File: src/rtl/isc_pkg.sv
package isc_pkg;
   typedef struct packed {
      logic asrt;
      logic sent;
      logic rej;
      logic mpend;
   } isc_stat_t;
endpackage

File: src/rtl/isc_num_dec.sv
module isc_num_dec #(
   parameter int NSRC = 8,
   parameter int NUM_W = 16,
   parameter logic [NUM_W-1:0] BASE = 16'h1000
) (
   input  logic             vld,
   input  logic [NUM_W-1:0] num,
   output logic [NSRC-1:0]  hit
);
   // strip the base offset: one comparator per local source
   for (genvar i = 0; i < NSRC; i++) begin : g_cmp
      assign hit[i] = vld && (num == BASE + NUM_W'(i));
   end
endmodule

File: src/rtl/isc_pick.sv
module isc_pick #(
   parameter int NSRC = 8,
   localparam int IDX_W = $clog2(NSRC)
) (
   input  logic [NSRC-1:0]  req,
   output logic             any,
   output logic [IDX_W-1:0] idx,
   output logic [NSRC-1:0]  oh
);
   // lowest index wins
   always_comb begin
      idx = '0;
      oh  = '0;
      for (int i = NSRC - 1; i >= 0; i--) begin
         if (req[i]) begin
            idx   = IDX_W'(i);
            oh    = '0;
            oh[i] = 1'b1;
         end
      end
   end
   assign any = |req;
endmodule

File: src/rtl/isc_src_slice.sv
module isc_src_slice
   import isc_pkg::*;
#(
   parameter int SRV_W = 4,
   parameter int PRIO_W = 8,
   parameter bit IS_LEVEL = 1'b0
) (
   input  logic              clk,
   input  logic              rst_n,
   input  logic              in_bit,
   input  logic              rej_hit,
   input  logic              eoi_hit,
   input  logic              cfg_hit,
   input  logic [SRV_W-1:0]  cfg_srv,
   input  logic [PRIO_W-1:0] cfg_prio,
   input  logic [PRIO_W-1:0] cfg_sav,
   input  logic              resend,
   input  logic              grant,
   output logic              req,
   output logic [SRV_W-1:0]  srv,
   output logic [PRIO_W-1:0] prio,
   output logic [PRIO_W-1:0] sav,
   output isc_stat_t         stat
);
   localparam logic [PRIO_W-1:0] MASKED = '1;

   logic [SRV_W-1:0]  srv_q, srv_n;
   logic [PRIO_W-1:0] prio_q, prio_n, sav_q, sav_n;
   isc_stat_t         st_q, st_n;
   logic              req_q, fire;

   always_comb begin
      srv_n  = cfg_hit ? cfg_srv  : srv_q;
      prio_n = cfg_hit ? cfg_prio : prio_q;
      sav_n  = cfg_hit ? cfg_sav  : sav_q;
   end

   if (IS_LEVEL) begin : g_level
      logic recheck;
      always_comb begin
         st_n    = st_q;
         fire    = 1'b0;
         recheck = 1'b0;
         if (rej_hit) st_n.sent = 1'b0;
         if (eoi_hit) st_n.sent = 1'b0;
         if (in_bit != st_q.asrt) begin
            st_n.asrt = in_bit;
            recheck   = 1'b1;
         end
         if (cfg_hit) recheck = 1'b1;
         if (resend)  recheck = 1'b1;
         if (recheck && prio_n != MASKED && st_n.asrt && !st_n.sent) begin
            st_n.sent = 1'b1;
            fire      = 1'b1;
         end
      end
   end else begin : g_msg
      always_comb begin
         st_n = st_q;
         fire = 1'b0;
         if (rej_hit) st_n.rej = 1'b1;
         if (eoi_hit) st_n.sent = 1'b0;  // never set on a message source
         if (in_bit) begin
            if (prio_q == MASKED) st_n.mpend = 1'b1;
            else                  fire = 1'b1;
         end
         if (cfg_hit && st_n.mpend && cfg_prio != MASKED) begin
            st_n.mpend = 1'b0;
            fire       = 1'b1;
         end
         if (resend && st_n.rej) begin
            st_n.rej = 1'b0;
            if (prio_n != MASKED) fire = 1'b1;
         end
      end
   end

   always_ff @(posedge clk) begin
      if (!rst_n) begin
         srv_q  <= '0;
         prio_q <= MASKED;
         sav_q  <= MASKED;
         st_q   <= '0;
         req_q  <= 1'b0;
      end else begin
         srv_q  <= srv_n;
         prio_q <= prio_n;
         sav_q  <= sav_n;
         st_q   <= st_n;
         req_q  <= (req_q && !grant) || fire;
      end
   end

   assign req  = req_q;
   assign srv  = srv_q;
   assign prio = prio_q;
   assign sav  = sav_q;
   assign stat = st_q;
endmodule

File: src/rtl/isc_source_ctrl.sv
module isc_source_ctrl
   import isc_pkg::*;
#(
   parameter int NSRC = 8,
   parameter int SRV_W = 4,
   parameter int PRIO_W = 8,
   parameter int NUM_W = 16,
   parameter logic [NUM_W-1:0] BASE = 16'h1000,
   parameter logic [NSRC-1:0] LEVEL_MASK = 8'hF0,
   localparam int IDX_W = $clog2(NSRC),
   localparam int CIDX_W = IDX_W + 1
) (
   input  logic              clk,
   input  logic              rst_n,
   input  logic [NSRC-1:0]   src_in,
   input  logic              cfg_we,
   input  logic [CIDX_W-1:0] cfg_idx,
   input  logic [SRV_W-1:0]  cfg_srv,
   input  logic [PRIO_W-1:0] cfg_prio,
   input  logic [PRIO_W-1:0] cfg_sav,
   input  logic              rej_vld,
   input  logic [NUM_W-1:0]  rej_num,
   input  logic              eoi_vld,
   input  logic [NUM_W-1:0]  eoi_num,
   input  logic              resend_req,
   output logic              pres_valid,
   input  logic              pres_ready,
   output logic [SRV_W-1:0]  pres_srv,
   output logic [NUM_W-1:0]  pres_num,
   output logic [PRIO_W-1:0] pres_prio
);
   if (NSRC < 2) begin : g_bad_nsrc
      $error("isc_source_ctrl: NSRC must be at least 2");
   end
   if (PRIO_W < 2 || SRV_W < 1) begin : g_bad_width
      $error("isc_source_ctrl: PRIO_W must be >= 2 and SRV_W >= 1");
   end
   if (NUM_W > 31 || (int'(BASE) + NSRC) > (1 << NUM_W)) begin : g_bad_base
      $error("isc_source_ctrl: BASE + NSRC does not fit in NUM_W");
   end

   logic [NSRC-1:0]   cfg_hit, rej_hit, eoi_hit, req_v, oh, grant;
   logic [SRV_W-1:0]  srv_a  [NSRC];
   logic [PRIO_W-1:0] prio_a [NSRC];
   logic [PRIO_W-1:0] sav_a  [NSRC];
   isc_stat_t         stat_a [NSRC];
   logic [IDX_W-1:0]  win_idx;
   logic              any_req;

   // flattened state seen by the bound checker
   logic [NSRC*PRIO_W-1:0] prio_flat, sav_flat;
   logic [NSRC-1:0]        asrt_v, sent_v, rej_v, pend_v;

   isc_num_dec #(.NSRC(NSRC), .NUM_W(NUM_W), .BASE(BASE)) u_rej_dec (
      .vld(rej_vld), .num(rej_num), .hit(rej_hit));
   isc_num_dec #(.NSRC(NSRC), .NUM_W(NUM_W), .BASE(BASE)) u_eoi_dec (
      .vld(eoi_vld), .num(eoi_num), .hit(eoi_hit));

   for (genvar i = 0; i < NSRC; i++) begin : g_src
      assign cfg_hit[i] = cfg_we && (cfg_idx == CIDX_W'(i));

      isc_src_slice #(.SRV_W(SRV_W), .PRIO_W(PRIO_W), .IS_LEVEL(LEVEL_MASK[i])) u_slice (
         .clk     (clk),
         .rst_n   (rst_n),
         .in_bit  (src_in[i]),
         .rej_hit (rej_hit[i]),
         .eoi_hit (eoi_hit[i]),
         .cfg_hit (cfg_hit[i]),
         .cfg_srv (cfg_srv),
         .cfg_prio(cfg_prio),
         .cfg_sav (cfg_sav),
         .resend  (resend_req),
         .grant   (grant[i]),
         .req     (req_v[i]),
         .srv     (srv_a[i]),
         .prio    (prio_a[i]),
         .sav     (sav_a[i]),
         .stat    (stat_a[i])
      );

      assign prio_flat[i*PRIO_W +: PRIO_W] = prio_a[i];
      assign sav_flat[i*PRIO_W +: PRIO_W]  = sav_a[i];
      assign asrt_v[i] = stat_a[i].asrt;
      assign sent_v[i] = stat_a[i].sent;
      assign rej_v[i]  = stat_a[i].rej;
      assign pend_v[i] = stat_a[i].mpend;
   end

   isc_pick #(.NSRC(NSRC)) u_pick (
      .req(req_v), .any(any_req), .idx(win_idx), .oh(oh));

   assign grant      = oh & {NSRC{pres_ready}};
   assign pres_valid = any_req;
   assign pres_num   = BASE + NUM_W'(win_idx);
   assign pres_srv   = srv_a[win_idx];
   assign pres_prio  = prio_a[win_idx];
endmodule

File: config.mk
export PLATFORM = sky130hd
export DESIGN_NAME = isc_source_ctrl
export DESIGN_NICKNAME = d
export VERILOG_FILES = /design/src/rtl/isc_pkg.sv /design/src/rtl/isc_num_dec.sv /design/src/rtl/isc_pick.sv /design/src/rtl/isc_src_slice.sv /design/src/rtl/isc_source_ctrl.sv
export SDC_FILE = /design/constraint.sdc
export NUM_CORES = 1
export LEC_CHECK = 0
export ABC_AREA = 1
export BUFFER_PORTS_ARGS = -buffer_cell sky130_fd_sc_hd__buf_2
export CAP_MARGIN = 20
export CORE_MARGIN = 8
export CORE_UTILIZATION = 55
export DETAILED_ROUTE_END_ITERATION = 6
export HOLD_SLACK_MARGIN = 0.08
export PLACE_DENSITY = 0.8
export SYNTH_ARGS = -nofsm -noshare
export SYNTH_HDL_FRONTEND = slang
export SYNTH_SLANG_ARGS = --single-unit
File: constraint.sdc
create_clock -name clk -period 2.1 [get_ports clk]
set_input_delay 0.21 -clock clk [delete_from_list [all_inputs] [get_ports clk]]
set_output_delay 0.21 -clock clk [all_outputs]
set_load 0.01 [all_outputs]
# Word level (Yosys, flattened, before mapping)
# Index checks and enable logic that the tools add are counted.
# totals
regBits	120
input_bits	71
# classes
addsub	1
n_lt_le_gt_ge	1
muxes	94
reduce_logical	82
eq_ne	36
n_bitwise	3
# ops
cell	n
16-bit by 13-bit == test with 1-bit output (second input constant)	12
8-bit two-way mux	18
8-bit inequality test (second input constant)	9
1-bit two-way mux	64
1-bit logical AND	52
8-bit == test (second input constant)	4
8-bit binary-select mux with 3-bit select	1
3-bit two-way mux	8
4-bit by 3-bit == test with 1-bit output (second input constant)	4
2-bit OR reduction	8
13-bit by 3-bit adder with 14-bit output (first input constant)	1
4-bit binary-select mux with 3-bit select	1
1-bit logical NOT	12
8-bit bitwise AND	1
4-bit by 2-bit == test with 1-bit output (second input constant)	2
1-bit logical OR	8
4-bit two-way mux	2
8-bit OR reduction	1
4-bit by 1-bit == test with 1-bit output (second input constant)	1
4-bit greater-or-equal comparator (second input constant)	1
4-bit logical NOT	1
1-bit inequality test	4
3-bit NOT with 4-bit output	1
1-bit NOT	1

# Depth between registers and ports, before layout
# logic_depth
depth_word	12
ltp_mapped	15
mapped_depth_nobuf	13

# Hierarchy
# A second synthesis with hierarchy kept.
# unflattened
hier_cells	1515
area_unflattened_um2	9512.9
# by_module_without_submodules
mod	cells_per_inst	seq_area_each_um2	n_inst	area_per_inst_um2
isc_src_slice at g_src[0].u_slice ...	138	460.4	4	967.2
isc_src_slice at g_src[4].u_slice ...	124	460.4	4	917.1
isc_source_ctrl	369	0.0	1	1527.7
isc_num_dec	33	0.0	2	128.9
isc_pick	32	0.0	1	190.2

# Worst setup path after synthesis
# OpenSTA, ideal clock, no wires.
# synth_timing
path_kind	register to output
from	register g_src[6].u_slice.req_q
to	output pres_srv[1]
arrival_ns	1.366
slack_ns	0.524
stages_incl_launch_ff	16
path_buffers	2
required_time_ns	1.890
path_cell_list	dfxtp_1 inv_1 nand2_1 nand2_1 nand2_1 nand2_1 nand2_1 nand2_1 nand2_1 buf_4 buf_2 nand2_1 nand3_1 nand2_1 nand2_1 nand2_1
# synth_via
elab_chain_len	11
# synth_rtl
element	line	source
start: declaration	isc_src_slice.sv:30	logic req_q, fire;
start signal: assignment	isc_src_slice.sv:90	req_q <= (req_q && !grant) || fire;
3-bit two-way mux (7 in series)	isc_pick.sv:15	if (req[i]) begin
3-bit NOT with 4-bit output (implied by the code)	isc_source_ctrl.sv:95	assign pres_srv = srv_a[win_idx];
4-bit binary-select mux with 3-bit select	isc_source_ctrl.sv:95	
4-bit two-way mux (implied by the code) (2 in series)	isc_source_ctrl.sv:95	
end: declaration	isc_source_ctrl.sv:28	output logic [SRV_W-1:0] pres_srv,
# No other way between the ends. The select of a mux whose other input is x is not followed.

# Worst setup path after layout
# layout_timing
from	register g_src[5].u_slice.req_q
to	output pres_prio[1]
# layout_via
elab_chain_len	10
# layout_rtl
element	line	source
start: declaration	isc_src_slice.sv:30	
start signal: assignment	isc_src_slice.sv:90	
3-bit two-way mux (6 in series)	isc_pick.sv:15	
3-bit NOT with 4-bit output (implied by the code)	isc_source_ctrl.sv:96	assign pres_prio = prio_a[win_idx];
8-bit binary-select mux with 3-bit select	isc_source_ctrl.sv:96	
8-bit two-way mux (implied by the code) (2 in series)	isc_source_ctrl.sv:96	
end: declaration	isc_source_ctrl.sv:30	output logic [PRIO_W-1:0] pres_prio
# No other way between the ends. The select of a mux whose other input is x is not followed.

==> impl_metrics.tcl <==
set metrics [dict create \
    postSynthAreaPerCell_um2 6.293 \
    drt_pass1_iterations 7 \
    crit_arrival_ns 2.04 \
    setup_viol 12 \
    ys_warn_count 0 \
    dp_hpwl_um 13440 \
    p_seq_share_pct 31.5 \
    drtIter0Drc 1042 \
    fin_cells 1341 \
    p_int_w 0.005200 \
    clk_pin_slew_ns 0.06 \
    min_period_ns 2.247 \
    cp_cell_sequence "inv_2 > nand2_1 > nand2_1 > nand2_1 > nand2_2 > nand2_8 > nand2_8 > clkbuf_16 > nand2_1 > nand3_1 > nand2_1 > nand2_1 > nand2_2 > buf_6" \
    grtUsageTotal_pct 24.29 \
    diodes 0 \
    clkPwrFrac_pct 38.1 \
    synth.largest_area_cell "dfxtp_1" \
    ys_seq_area_share_pct 35.31 \
    layout.nets 1239 \
    p_comb_share_pct 30.4 \
    cts-buffers-inserted 17 \
    synthToLayoutAreaGrowth_pct 25.29 \
    yosys_register_bits 120 \
    cp_common_cell "nand2_1" \
    ios 100 \
    initial_core_util_pct 56.40 \
    worst-path-buf-inv 3 \
    rsz0062_at_grt "true" \
    cts_tree "done" \
    status "finished with violations" \
    holdBufCountCts 0 \
    violations "setup timing" \
    required_ns 1.89 \
    syn_area_um2 6803 \
    grt_pass1_vias 6694 \
    grt_max_degree 69 \
    globalplace.congestion 0.8730 \
    htree_levels 4 \
    io_buffers 78 \
    synth_cell_type_count 30 \
    hold_class "input port to flip-flop" \
    final_max_slew_viol_count 0 \
    fmax_ghz 0.4450 \
    antenna_found_initial 0 \
    peakVddDrop_uv 794.1 \
    path_class "flip-flop to output pin" \
    finalCritPeriodShare_pct 107.0 \
    worst-path-max-fanout 11 \
    ys_async_sr_fraction_pct 0 \
    wirelength_um 20750 \
    detail-route-antenna-nets 0 \
    clock_skew_ns 0.006079 \
    die_w_um 127.2 \
    clock-root-buffer "clkbuf_16" \
    maxCapViolations 0 \
    core_um2 12060 \
    cp-start-kind "flip-flop" \
    vias 7269 \
    numClockSinks 120 \
    dpl_worst_slack_ns 0.2281 \
    vias_per_cell 5.421 \
    drcViolationCount 0 \
    setup_tns_ns -1.437 \
    row_count 40 \
    finalPower_w 0.007625 \
    swShare_pct 31.80 \
    synth-edff-count 0 \
    rrSetupSlack_ns 0.47 \
    hold_violations 0 \
    slowest_delay_ns 0.32 \
    die_h_um 127.2 \
    wire_per_inst_um 15.47 \
    slowest_stage "dfxtp_2" \
    fin_ws_ns -0.1471 \
    grt_remaining_overflow 0 \
    netlist_top_cells_area "dfxtp_1 35%, nand2_1 18%, nand3_1 11%" \
    drive_gt1_share_pct 22.85 \
    grt_pass1_wl_um 31820 \
    synth_top_area_share_pct 35.31 \
    cp-end-kind "output pin" \
    die-area_um2 16180 \
    synth-main-ff-cell "dfxtp_1" \
    power.density_nw_per_um2 894.6 \
    netlist_instances 1081 \
    p_leak_nw 4.702 \
    p_sw_w 0.002424 \
    cp_top_family "simple AND/OR/NAND/NOR gates" \
    clock_latency_ns 0.43 \
    clk_path_buf_depth 2 \
    dp_cells 1298 \
]
## sequential cells by signal, indices dropped and copies added (netlist names)
signal,count
g_src.u_slice.prio,64
g_src.u_slice.srv,32
g_src.u_slice.stat,16
g_src.u_slice.req,8
## logic make-up after synthesis
logic type / Yosys count / share of synthesized area [%]
fa+ha+maj: 8 / 1.471
buf+inv: 216 / 13.59
flops: 120 / 35.31
simple gates: 600 / 39.18
compound gates: 135 / 10.34
other cells: 2 / 0.1104
## through the flow
step                hold WS (ns)  instance area [um2]  util (%)
floorplan                 0.3416                 6844         -
global placement          0.4382                 7293     60.47
detailed placement        0.4422                 7293     60.47
CTS                       0.1368                 8105     67.20
global route              0.1467                 8523     70.66
finish                    0.1523                 8523     70.66
## Yosys cell counts (all sizes together) (5+ instances only)
| library cell | n |
|---|---|
| nand2 | 321 |
| nand3 | 156 |
| inv | 154 |
| dfxtp | 120 |
| o21ai | 74 |
| nor2 | 65 |
| a21oi | 48 |
| buf | 39 |
| or2 | 35 |
| clkbuf | 21 |
| nand4 | 9 |
| nor3 | 9 |
| ha | 8 |
| o21bai | 6 |
| a31oi | 5 |
## layout by cell type, fill, tap and decap left out, types with 9 or more instances in the layout
cell	n
a21oi_1	48
nand2_1	288
nor2_1	58
buf_4	11
nand3_1	115
buf_2	76
dfxtp_1	117
nand3_2	39
or2_2	35
clkbuf_16	24
inv_1	147
conb_1	13
o21ai_0	72
nand4_1	9
nand2_2	31
## final cells by class
cell class                      count  area [um2]
Sequential cell                   120        2406
Clock inverter                      8       92.59
Clock buffer                       24       501.7
Timing Repair Buffer              109       900.9
Inverter                          156       586.8
Tap cell                          168       210.2
Fill cell                         966        3538
Multi-Input combinational cell    756        3825
## final timing paths
| path | start | to | cells past startpoint |
|---|---|---|---|
| setup / recovery | g_src[5].u_slice.req | pres_prio[1] | 14 |
| hold / removal | cfg_prio[7] | g_src[5].u_slice.prio[7] | 3 |
| setup reg to reg | g_src[0].u_slice.req | g_src[7].u_slice.req | 7 |
| hold reg to reg | g_src[2].u_slice.srv[2] | g_src[2].u_slice.srv[2] | 2 |
## layer usage
metal  share of wire [%]  vias to the layer above  routed length (um)  GRT usage [%]
met2                  47                      365                9819          39.71
met1                  41                     3305                8405          30.67
met5                   0                        -                   0              0
met3                 9.3                       62                1938          6.115
met4                 2.8                        0                 583          7.908
li1                    -                     3537                   -              -
## power by group through the flow
stage	clock network (W)	logic (W)	registers [W]
3_3_place_gp	0	0.00161	0.00244
6_report	0.00291	0.00232	0.00240
5_1_grt	0.00303	0.00248	0.00241
2_1_floorplan	0	0.00108	0.00243
3_5_place_dp	0	0.00164	0.00244
4_1_cts	0.00291	0.00189	0.00240
## worst reg2reg max path, delay by kind of cell (launching register included)
kind | cells | cell delay, ns
buf+inv | 2 | 0.41
simple gates | 3 | 0.50
compound gates | 2 | 0.24
flops | 1 | 0.36
## what timing repair did
action / CTS / global route
setup buffers: 1 / 0
endpoints found under the setup margin: 12 / 12
gates resized for setup: 40 / 59
gates cloned: 3 / 7
pin swaps: 6 / 38
Note: power is estimated with default switching activity, not from simulation.
